$ cat src/rtl/bp_pkg.sv
package bp_pkg;

   typedef logic [1:0] ctr_t;

   localparam ctr_t CTR_INIT = 2'd1;
   localparam int   NBANK    = 4;
   localparam int   BK_BIM   = 0;
   localparam int   BK_G0    = 1;
   localparam int   BK_G1    = 2;
   localparam int   BK_META  = 3;

   function automatic ctr_t ctr_step(ctr_t c, logic up);
      if (up) return (c == 2'd3) ? c : c + 2'd1;
      else    return (c == 2'd0) ? c : c - 2'd1;
   endfunction

   function automatic logic maj3(logic a, logic b, logic c);
      return (a & b) | (a & c) | (b & c);
   endfunction

   function automatic logic select_dir(ctr_t cb, ctr_t c0, ctr_t c1, ctr_t cm);
      return cm[1] ? maj3(cb[1], c0[1], c1[1]) : cb[1];
   endfunction

endpackage

$ cat src/rtl/bp_index_hash.sv
module bp_index_hash
   import bp_pkg::*;
#(
   parameter int ADDR_W        = 32,
   parameter int IDX_W         = 6,
   parameter int HIST_W        = 10,
   parameter int PC_SHIFT      = 2,
   parameter bit G1_PC_REVERSE = 1'b1
) (
   input  logic [ADDR_W-1:0]                pc,
   input  logic [HIST_W-1:0]                hist,
   output logic [NBANK-1:0][IDX_W-1:0]      idx
);
   localparam int SHORT_LEN = (HIST_W / 2 < 1) ? 1 : HIST_W / 2;

   logic [IDX_W-1:0] pc_idx;
   logic [IDX_W-1:0] pc_alt;
   logic [IDX_W-1:0] fold_short;
   logic [IDX_W-1:0] fold_full;

   assign pc_idx = pc[PC_SHIFT +: IDX_W];

   always_comb begin
      fold_short = '0;
      fold_full  = '0;
      for (int i = 0; i < HIST_W; i++) begin
         fold_full[i % IDX_W] = fold_full[i % IDX_W] ^ hist[i];
         if (i < SHORT_LEN)
            fold_short[i % IDX_W] = fold_short[i % IDX_W] ^ hist[i];
      end
   end

   generate
      if (G1_PC_REVERSE) begin : g_rev
         always_comb begin
            for (int j = 0; j < IDX_W; j++) pc_alt[j] = pc_idx[IDX_W-1-j];
         end
      end else begin : g_rot
         if (IDX_W > 1) begin : g_rot_n
            assign pc_alt = {pc_idx[0], pc_idx[IDX_W-1:1]};
         end else begin : g_rot_1
            assign pc_alt = pc_idx;
         end
      end
   endgenerate

   assign idx[BK_BIM]  = pc_idx;
   assign idx[BK_G0]   = pc_idx ^ fold_short;
   assign idx[BK_G1]   = pc_alt ^ fold_full;
   assign idx[BK_META] = pc_idx ^ fold_full;

endmodule

$ cat src/rtl/bp_ctr_bank.sv
module bp_ctr_bank
   import bp_pkg::*;
#(
   parameter int IDX_W = 6
) (
   input  logic             clk,
   input  logic             rst_n,
   input  logic [IDX_W-1:0] rd_a_idx,
   output ctr_t             rd_a,
   input  logic [IDX_W-1:0] rd_b_idx,
   output ctr_t             rd_b,
   input  logic             we,
   input  logic [IDX_W-1:0] wr_idx,
   input  ctr_t             wr_val
);
   localparam int ENTRIES = 1 << IDX_W;

   ctr_t mem [ENTRIES];

   always_ff @(posedge clk) begin
      if (!rst_n) begin
         for (int i = 0; i < ENTRIES; i++) mem[i] <= CTR_INIT;
      end else if (we) begin
         mem[wr_idx] <= wr_val;
      end
   end

   assign rd_a = mem[rd_a_idx];
   assign rd_b = mem[rd_b_idx];

   AST_CTR_STEP: assert property (@(posedge clk) disable iff (!rst_n)
      we |-> ((int'(wr_val) - int'(mem[wr_idx]) <= 1) &&
              (int'(mem[wr_idx]) - int'(wr_val) <= 1)))
      else $error("counter jumped more than one step");

   AST_WRITE_LANDS: assert property (@(posedge clk) disable iff (!rst_n)
      we |=> (mem[$past(wr_idx)] == $past(wr_val)))
      else $error("counter write lost");

endmodule

$ cat src/rtl/bp_update_policy.sv
module bp_update_policy
   import bp_pkg::*;
(
   input  ctr_t [NBANK-1:0] cur,
   input  logic             taken,
   output logic [NBANK-1:0] we,
   output ctr_t [NBANK-1:0] nxt,
   output logic             first_ok,
   output logic             agree,
   output logic             second_ok
);
   logic pb, p0, p1, vote, meta_move;
   ctr_t meta_new;

   always_comb begin
      pb        = cur[BK_BIM][1];
      p0        = cur[BK_G0][1];
      p1        = cur[BK_G1][1];
      vote      = maj3(pb, p0, p1);
      first_ok  = ((cur[BK_META][1] ? vote : pb) == taken);
      agree     = (pb == p0) && (p0 == p1);
      meta_move = (vote != pb);
      meta_new  = meta_move ? ctr_step(cur[BK_META], vote == taken) : cur[BK_META];
      second_ok = ((meta_new[1] ? vote : pb) == taken);
   end

   generate
      for (genvar c = 0; c < NBANK - 1; c++) begin : g_comp
         logic hit;
         assign hit    = (cur[c][1] == taken);
         assign we[c]  = first_ok ? (!agree && hit) : (second_ok ? hit : 1'b1);
         assign nxt[c] = ctr_step(cur[c], taken);
      end
   endgenerate

   assign we[BK_META]  = meta_move;
   assign nxt[BK_META] = meta_new;

endmodule

$ cat src/rtl/skew_vote_predictor.sv
module skew_vote_predictor
   import bp_pkg::*;
#(
   parameter int ADDR_W        = 32,
   parameter int IDX_W         = 6,
   parameter int HIST_W        = 10,
   parameter int PC_SHIFT      = 2,
   parameter bit G1_PC_REVERSE = 1'b1
) (
   input  logic              clk,
   input  logic              rst_n,
   input  logic [ADDR_W-1:0] pred_pc,
   output logic              pred_taken,
   output logic [HIST_W-1:0] pred_hist,
   input  logic              upd_valid,
   input  logic [ADDR_W-1:0] upd_pc,
   input  logic [HIST_W-1:0] upd_hist,
   input  logic              upd_taken
);
   generate
      if (IDX_W < 1 || IDX_W > 12) begin : g_bad_idx
         $error("IDX_W must lie in 1..12");
      end
      if (HIST_W < 2) begin : g_bad_hist
         $error("HIST_W must be at least 2");
      end
      if (PC_SHIFT + IDX_W > ADDR_W) begin : g_bad_pc
         $error("address too narrow for the index field");
      end
   endgenerate

   logic [NBANK-1:0][IDX_W-1:0] p_idx, u_idx;
   ctr_t [NBANK-1:0]            p_rd, u_rd, nxt;
   logic [NBANK-1:0]            pol_we, wr_en;
   logic                        pol_first_ok, pol_agree, pol_second_ok;
   logic [HIST_W-1:0]           ghr;

   bp_index_hash #(
      .ADDR_W(ADDR_W), .IDX_W(IDX_W), .HIST_W(HIST_W),
      .PC_SHIFT(PC_SHIFT), .G1_PC_REVERSE(G1_PC_REVERSE)
   ) u_hash_pred (.pc(pred_pc), .hist(ghr), .idx(p_idx));

   bp_index_hash #(
      .ADDR_W(ADDR_W), .IDX_W(IDX_W), .HIST_W(HIST_W),
      .PC_SHIFT(PC_SHIFT), .G1_PC_REVERSE(G1_PC_REVERSE)
   ) u_hash_upd (.pc(upd_pc), .hist(upd_hist), .idx(u_idx));

   bp_update_policy u_policy (
      .cur(u_rd), .taken(upd_taken), .we(pol_we), .nxt(nxt),
      .first_ok(pol_first_ok), .agree(pol_agree), .second_ok(pol_second_ok)
   );

   assign wr_en = upd_valid ? pol_we : '0;

   generate
      for (genvar b = 0; b < NBANK; b++) begin : g_bank
         bp_ctr_bank #(.IDX_W(IDX_W)) u_bank (
            .clk(clk), .rst_n(rst_n),
            .rd_a_idx(p_idx[b]), .rd_a(p_rd[b]),
            .rd_b_idx(u_idx[b]), .rd_b(u_rd[b]),
            .we(wr_en[b]), .wr_idx(u_idx[b]), .wr_val(nxt[b])
         );
      end
   endgenerate

   always_ff @(posedge clk) begin
      if (!rst_n)         ghr <= '0;
      else if (upd_valid) ghr <= {ghr[HIST_W-2:0], upd_taken};
   end

   assign pred_hist  = ghr;
   assign pred_taken = select_dir(p_rd[BK_BIM], p_rd[BK_G0], p_rd[BK_G1], p_rd[BK_META]);

   logic u_vote;
   assign u_vote = maj3(u_rd[BK_BIM][1], u_rd[BK_G0][1], u_rd[BK_G1][1]);

   AST_GHR_SHIFT: assert property (@(posedge clk) disable iff (!rst_n)
      upd_valid |=> (ghr[0] == $past(upd_taken)) &&
                    (ghr[HIST_W-1:1] == $past(ghr[HIST_W-2:0])))
      else $error("history did not shift");

   AST_GHR_HOLD: assert property (@(posedge clk) disable iff (!rst_n)
      !upd_valid |=> $stable(ghr))
      else $error("history moved without update");

   AST_AGREE_QUIET: assert property (@(posedge clk) disable iff (!rst_n)
      (upd_valid && pol_first_ok && pol_agree) |-> (wr_en == '0))
      else $error("write on agreed correct prediction");

   AST_MISS_CHOOSER: assert property (@(posedge clk) disable iff (!rst_n)
      (upd_valid && !pol_first_ok && (u_vote != u_rd[BK_BIM][1])) |-> wr_en[BK_META])
      else $error("chooser not trained on miss");

   AST_STILL_WRONG: assert property (@(posedge clk) disable iff (!rst_n)
      (upd_valid && !pol_first_ok && !pol_second_ok) |-> (&wr_en[BK_G1:BK_BIM]))
      else $error("components not all retrained");

endmodule

$ cat config.mk
export PLATFORM = sky130hd
export DESIGN_NAME = skew_vote_predictor
export DESIGN_NICKNAME = d
export VERILOG_FILES = /design/src/rtl/bp_pkg.sv /design/src/rtl/bp_index_hash.sv /design/src/rtl/bp_ctr_bank.sv /design/src/rtl/bp_update_policy.sv /design/src/rtl/skew_vote_predictor.sv
export SDC_FILE = /design/constraint.sdc
export NUM_CORES = 1
export LEC_CHECK = 0
export BUFFER_PORTS_ARGS = -buffer_cell sky130_fd_sc_hd__buf_2
export CAP_MARGIN = 20
export CELL_PAD_IN_SITES_DETAIL_PLACEMENT = 1
export CELL_PAD_IN_SITES_GLOBAL_PLACEMENT = 2
export CORE_MARGIN = 8
export CORE_UTILIZATION = 40
export CTS_CLUSTER_DIAMETER = 40
export CTS_CLUSTER_SIZE = 24
export DETAILED_ROUTE_END_ITERATION = 6
export PLACE_DENSITY = 0.73
export SLEW_MARGIN = 10
export SYNTH_ARGS = -nofsm -noshare
export SYNTH_HDL_FRONTEND = slang
export SYNTH_SLANG_ARGS = --single-unit
$ cat constraint.sdc
create_clock -name clk -period 8.2 [get_ports clk]
set_clock_uncertainty 0.1 [all_clocks]
set_input_delay 2.05 -clock clk [delete_from_list [all_inputs] [get_ports clk]]
set_output_delay 2.05 -clock clk [all_outputs]
set_load 0.1 [all_outputs]
# Word level (Yosys, flattened, before mapping)
# Memories as Yosys holds them, arrays and structs flattened.
# Cells that the tools add are included.
# word_totals
ff_bits	10
ram_bits	512
out_inout_bits	11
memories	4
# mem_list
name	words	width	rd	rd_ports_with_merged_regs	wr	line	source
g_bank[0].u_bank.mem	64	2	2	0	64	bp_ctr_bank.sv:18	ctr_t mem [ENTRIES];
g_bank[1].u_bank.mem	64	2	2	0	64	bp_ctr_bank.sv:18	
g_bank[2].u_bank.mem	64	2	2	0	64	bp_ctr_bank.sv:18	
g_bank[3].u_bank.mem	64	2	2	0	64	bp_ctr_bank.sv:18	
# classes
addsub	8
eq_ne	13
n_mux	48
bitwise_logic	24
reduce_logical	13
# ops
operator	count
2-to-1 mux 2 bit	17
2-to-1 mux 1 bit	26
2-to-1 mux 6 bit	4
XOR 6 bit	4
XOR 6 x 5 -> 6 bit	2
adder 2 x 1 -> 2 bit, second input constant	4
equality test 1 bit	8
equality test 2 bit, second input constant	4
logical NOT 2 bit	4
OR reduction 2 bit	4
subtractor 2 x 1 -> 2 bit, second input constant	4
XOR 1 bit	8
AND 1 bit	6
logical AND 1 bit	4
2-to-1 mux 4 bit	1
OR 1 bit	4
logical NOT 1 bit	1
inequality test 1 bit	1

# Depth between registers and ports, before layout
# An unclocked memory read counts as a cell.
# depth
depth_word	19
depth_mapped	19

# Hierarchy
# From an unflattened synthesis, not the netlist that was laid out.
# hier_totals
hier_cells	2497
hier_area_um2	31332.6
# modules_own_cells
mod	instances	cells_per_inst	area_per_inst_um2	seq_area_each_um2
bp_ctr_bank	4	586	7450.9	3843.7
bp_index_hash	2	24	320.3	0.0
skew_vote_predictor	1	39	446.7	200.2
bp_update_policy	1	66	441.7	0.0

# Least setup slack after synthesis
# No wires, ideal clock.
# synth_path
path_kind	input to output
from	input port pred_pc[2]
to	output port pred_taken
t_arrival_ns	5.715
path_slack_ns	0.335
cell_stages	12
path_cell_list	buf_4 xor2_1 xnor2_1 buf_2 mux4_2 mux2_2 nand2_1 o21ai_0 mux2i_1 mux2i_1 nand2b_1 a22o_1
# synth_between
elab_chain_cells	6
word_cells_on_any_way	13
classes_between	mux (1); bitwise (8); memory (4)
# synth_lines
element	line	source
start, declared	skew_vote_predictor.sv:12	input logic [ADDR_W-1:0] pred_pc,
XOR 6 x 5 -> 6 bit / XOR 6 bit (equally long branches)	bp_index_hash.sv:48, bp_index_hash.sv:49	
memory read (64 x 2 bit)	n/a	
AND 1 bit	bp_pkg.sv:18	return (a & b) | (a & c) | (b & c);
OR 1 bit (2 in a row)	bp_pkg.sv:18	
2-to-1 mux 1 bit (*)	bp_pkg.sv:22	return cm[1] ? maj3(cb[1], c0[1], c1[1]) : cb[1];
end, declared	skew_vote_predictor.sv:13	output logic pred_taken,
# Every way passes the cells marked *; elsewhere a longest branch is shown, timed or not.

==> flow_summary.json <==
{
  "path_class": "in -> reg",
  "hold_violations": 0,
  "timing.final.crit_share_pct": 94.4,
  "port_buffers": 36,
  "die_y_um": 290,
  "pre_cts_ws_ns": -0.00146,
  "async_flop_share_pct": 0,
  "yosys.cell_count.top_type": "edfxtp_1",
  "period_needed_ns": 7.74,
  "synth_fp_nets": 2845,
  "synth_compound_area_share_pct": 10.8,
  "clock_latency_ns": 0.66,
  "grt_max_degree": 75,
  "yosys-top-cells-count": "edfxtp_1, nor3_1, nand2_1, nand3_1, nor2_1",
  "setup_viol_count_final": 0,
  "worstPathMaxFanout": 24,
  "dp_hpwl_mm": 79.9,
  "yosys_most_used_dff": "edfxtp_1",
  "grt_util_all_layers_pct": 28.8,
  "synth_area_sq_um": 30000,
  "num_vias": 25900,
  "start_kind": "input pin",
  "die_x_um": 290,
  "n_fill_cell": 7896,
  "via_per_inst": 6.80,
  "n_antenna_cell": 0,
  "synth_edf_count": 512,
  "h-tree-depth": 3,
  "max_cap_violations": 0,
  "powerDensity_nw_per_um2": 279,
  "grt-ovfl-total": 0,
  "synthToLayoutAreaGrowth_pct": 16.3,
  "drtIter0Drc": 3126,
  "ys_top_cells_by_area": "edfxtp_1, mux4_2, nor3_1",
  "start_util_pct": 40.3,
  "critPathRequiredTime_ns": 8.40,
  "num-nets-final": 2840,
  "cts_max_path_buffers": 3,
  "drc": 0,
  "yosys.area_share.simple_pct": 19.9,
  "synth_top_area_share_pct": 51.3,
  "yosysWarnings": 0,
  "ios": 89,
  "first_pass_iters": 6,
  "die-area_sq_um": 83900,
  "cp-end-kind": "register",
  "fin_cells": 3810,
  "final_area_sq_um": 34900,
  "power.leakage_nw": 10.6,
  "ys_seq_area_share_pct": 52.0,
  "worst_slew_pin_slew_ns": 1.16,
  "cts_setup_buffers": 0,
  "rsz0062_at_grt": "false",
  "cts_sinks": 522,
  "core_area_sq_um": 74300,
  "worst_slack_ns": 0.463,
  "clkSlewWorstSetupHoldPaths_ns": 0.05,
  "grt_pass1_vias": 26400,
  "place_area_sq_um": 31500,
  "cts_hold_buf": 0,
  "slew_violations": 0,
  "synthMuxAreaShare_pct": 10.4,
  "hold_class": "reg -> reg",
  "cts_tree": "built",
  "ys_types": 83,
  "drive_above_1_share_pct": 19.0,
  "synth_top_area_cell": "edfxtp_1",
  "synth_top_family_by_area": "simple AND/OR/NAND/NOR gates",
  "finalSetupTns_ns": 0,
  "cp_data_arrival_time_ns": 7.94,
  "dp_cells": 3632,
  "antenna_found_initial": 4,
  "numCtsBuffers": 94,
  "wl_mm": 123,
  "grt_pass1_wl_mm": 179,
  "fin_util_pct": 46.9,
  "fp-row-count": 100,
  "outcome": "completed",
  "synth_xor_area_share_pct": 2.23,
  "place.gp.congestion": 0.904,
  "synthCells": 2765,
  "antenna_left": 0,
  "ir_drop_v": 0.000199,
  "syn_avg_cell_area_sq_um": 10.8,
  "relSlewSlack_pct": 22.1,
  "ys_seq_elements": 522,
  "cts_resized": 0,
  "wl_per_cell_um": 32.3,
  "timing.fmax_ghz": 0.129,
  "cts_root_buf": "clkbuf_16",
  "synthAdderAreaFrac_pct": 0.317
}
## area by class of cell
| cell class | instances | area (sq um) | share of cell area, % |
|---|---|---|---|
| sequential | 522 | 15600 | 44.7 |
| multi-input combinational | 1949 | 13300 | 38.1 |
| clock buffer | 105 | 2470 | 7.08 |
| timing repair buffer | 180 | 1440 | 4.14 |
| tap | 969 | 1210 | 3.48 |
| clock inverter | 72 | 832 | 2.39 |
| inverter | 13 | 48.8 | 0.140 |
## worst max-delay path, stage by stage
cell and delay (ns):
buf_2 0.31, xnor2_2 0.85, nand3_1 0.52, o22a_1 0.36, a31oi_1 0.22, or4_1 0.18, a311o_1 0.34, inv_1 0.14
ha_1 0.22, or2_2 0.40, a221oi_4 0.44, nand2_1 0.14, a21oi_2 0.60, nand2_1 0.62, o21ai_0 0.51
## per-stage QoR
step | hold slack, ns | power [mW]
after floorplan | 0.892 | 4.73
after global placement | 0.494 | 5.59
after detailed placement | 0.514 | 5.64
after CTS | 0.532 | 9.69
after global routing | 0.560 | 9.95
final | 0.540 | 9.72
## layer usage
layer | up-vias | wire, um | global-route usage [%]
met1 | 13200 | 49400 | 38.8
met5 | - | 28 | 0
met3 | 357 | 11600 | 5.28
met4 | 4 | 5880 | 13.2
met2 | 1494 | 56200 | 45.3
li1 | 10800 | - | -
## flip-flops by register name (all words and copies together), names as in the netlist
register and flops:
g_bank.u_bank.mem 512, pred_hist 10
## cells in the final DEF (no fill, tap or decap), types with 69 or more instances in the layout
cell and count:
mux4_2 94, nor2_1 186, o21ai_0 96, nor4_1 81
nand4_1 72, buf_4 128, clkbuf_16 97, nand2_1 268
nor3_1 293, a21oi_1 99, or3_1 69, nand3_1 186
edfxtp_1 512
## worst paths after layout
kind                                                 start                          end  slack [ns]  cells after the start
worst min-delay path                          pred_hist[3]                 pred_hist[4]        0.54                      2
worst min register to register                pred_hist[3]                 pred_hist[4]        0.54                      2
worst max-delay path                             upd_pc[4]  g_bank[3].u_bank.mem[19][1]        0.46                     15
worst max register to register  g_bank[0].u_bank.mem[8][1]  g_bank[3].u_bank.mem[19][1]        2.57                     12
## where the power goes
part | switching [mW] | internal [mW]
registers | 0.0707 | 3.09
logic | 1.81 | 0.675
clock network | 1.49 | 2.58
## kinds of logic (layout without fill, tap and decap cells)
kind of cell	count (synthesis)	in the layout
adders and majority gates	9	9
and+or+nand+nor	1223	1223
DFF	522	522
buffers and inverters	294	370
muxes	189	189
xor gates and xnor gates	53	53
AOI/OAI and AO/OA	475	475
(Power assumes the default switching activity.)
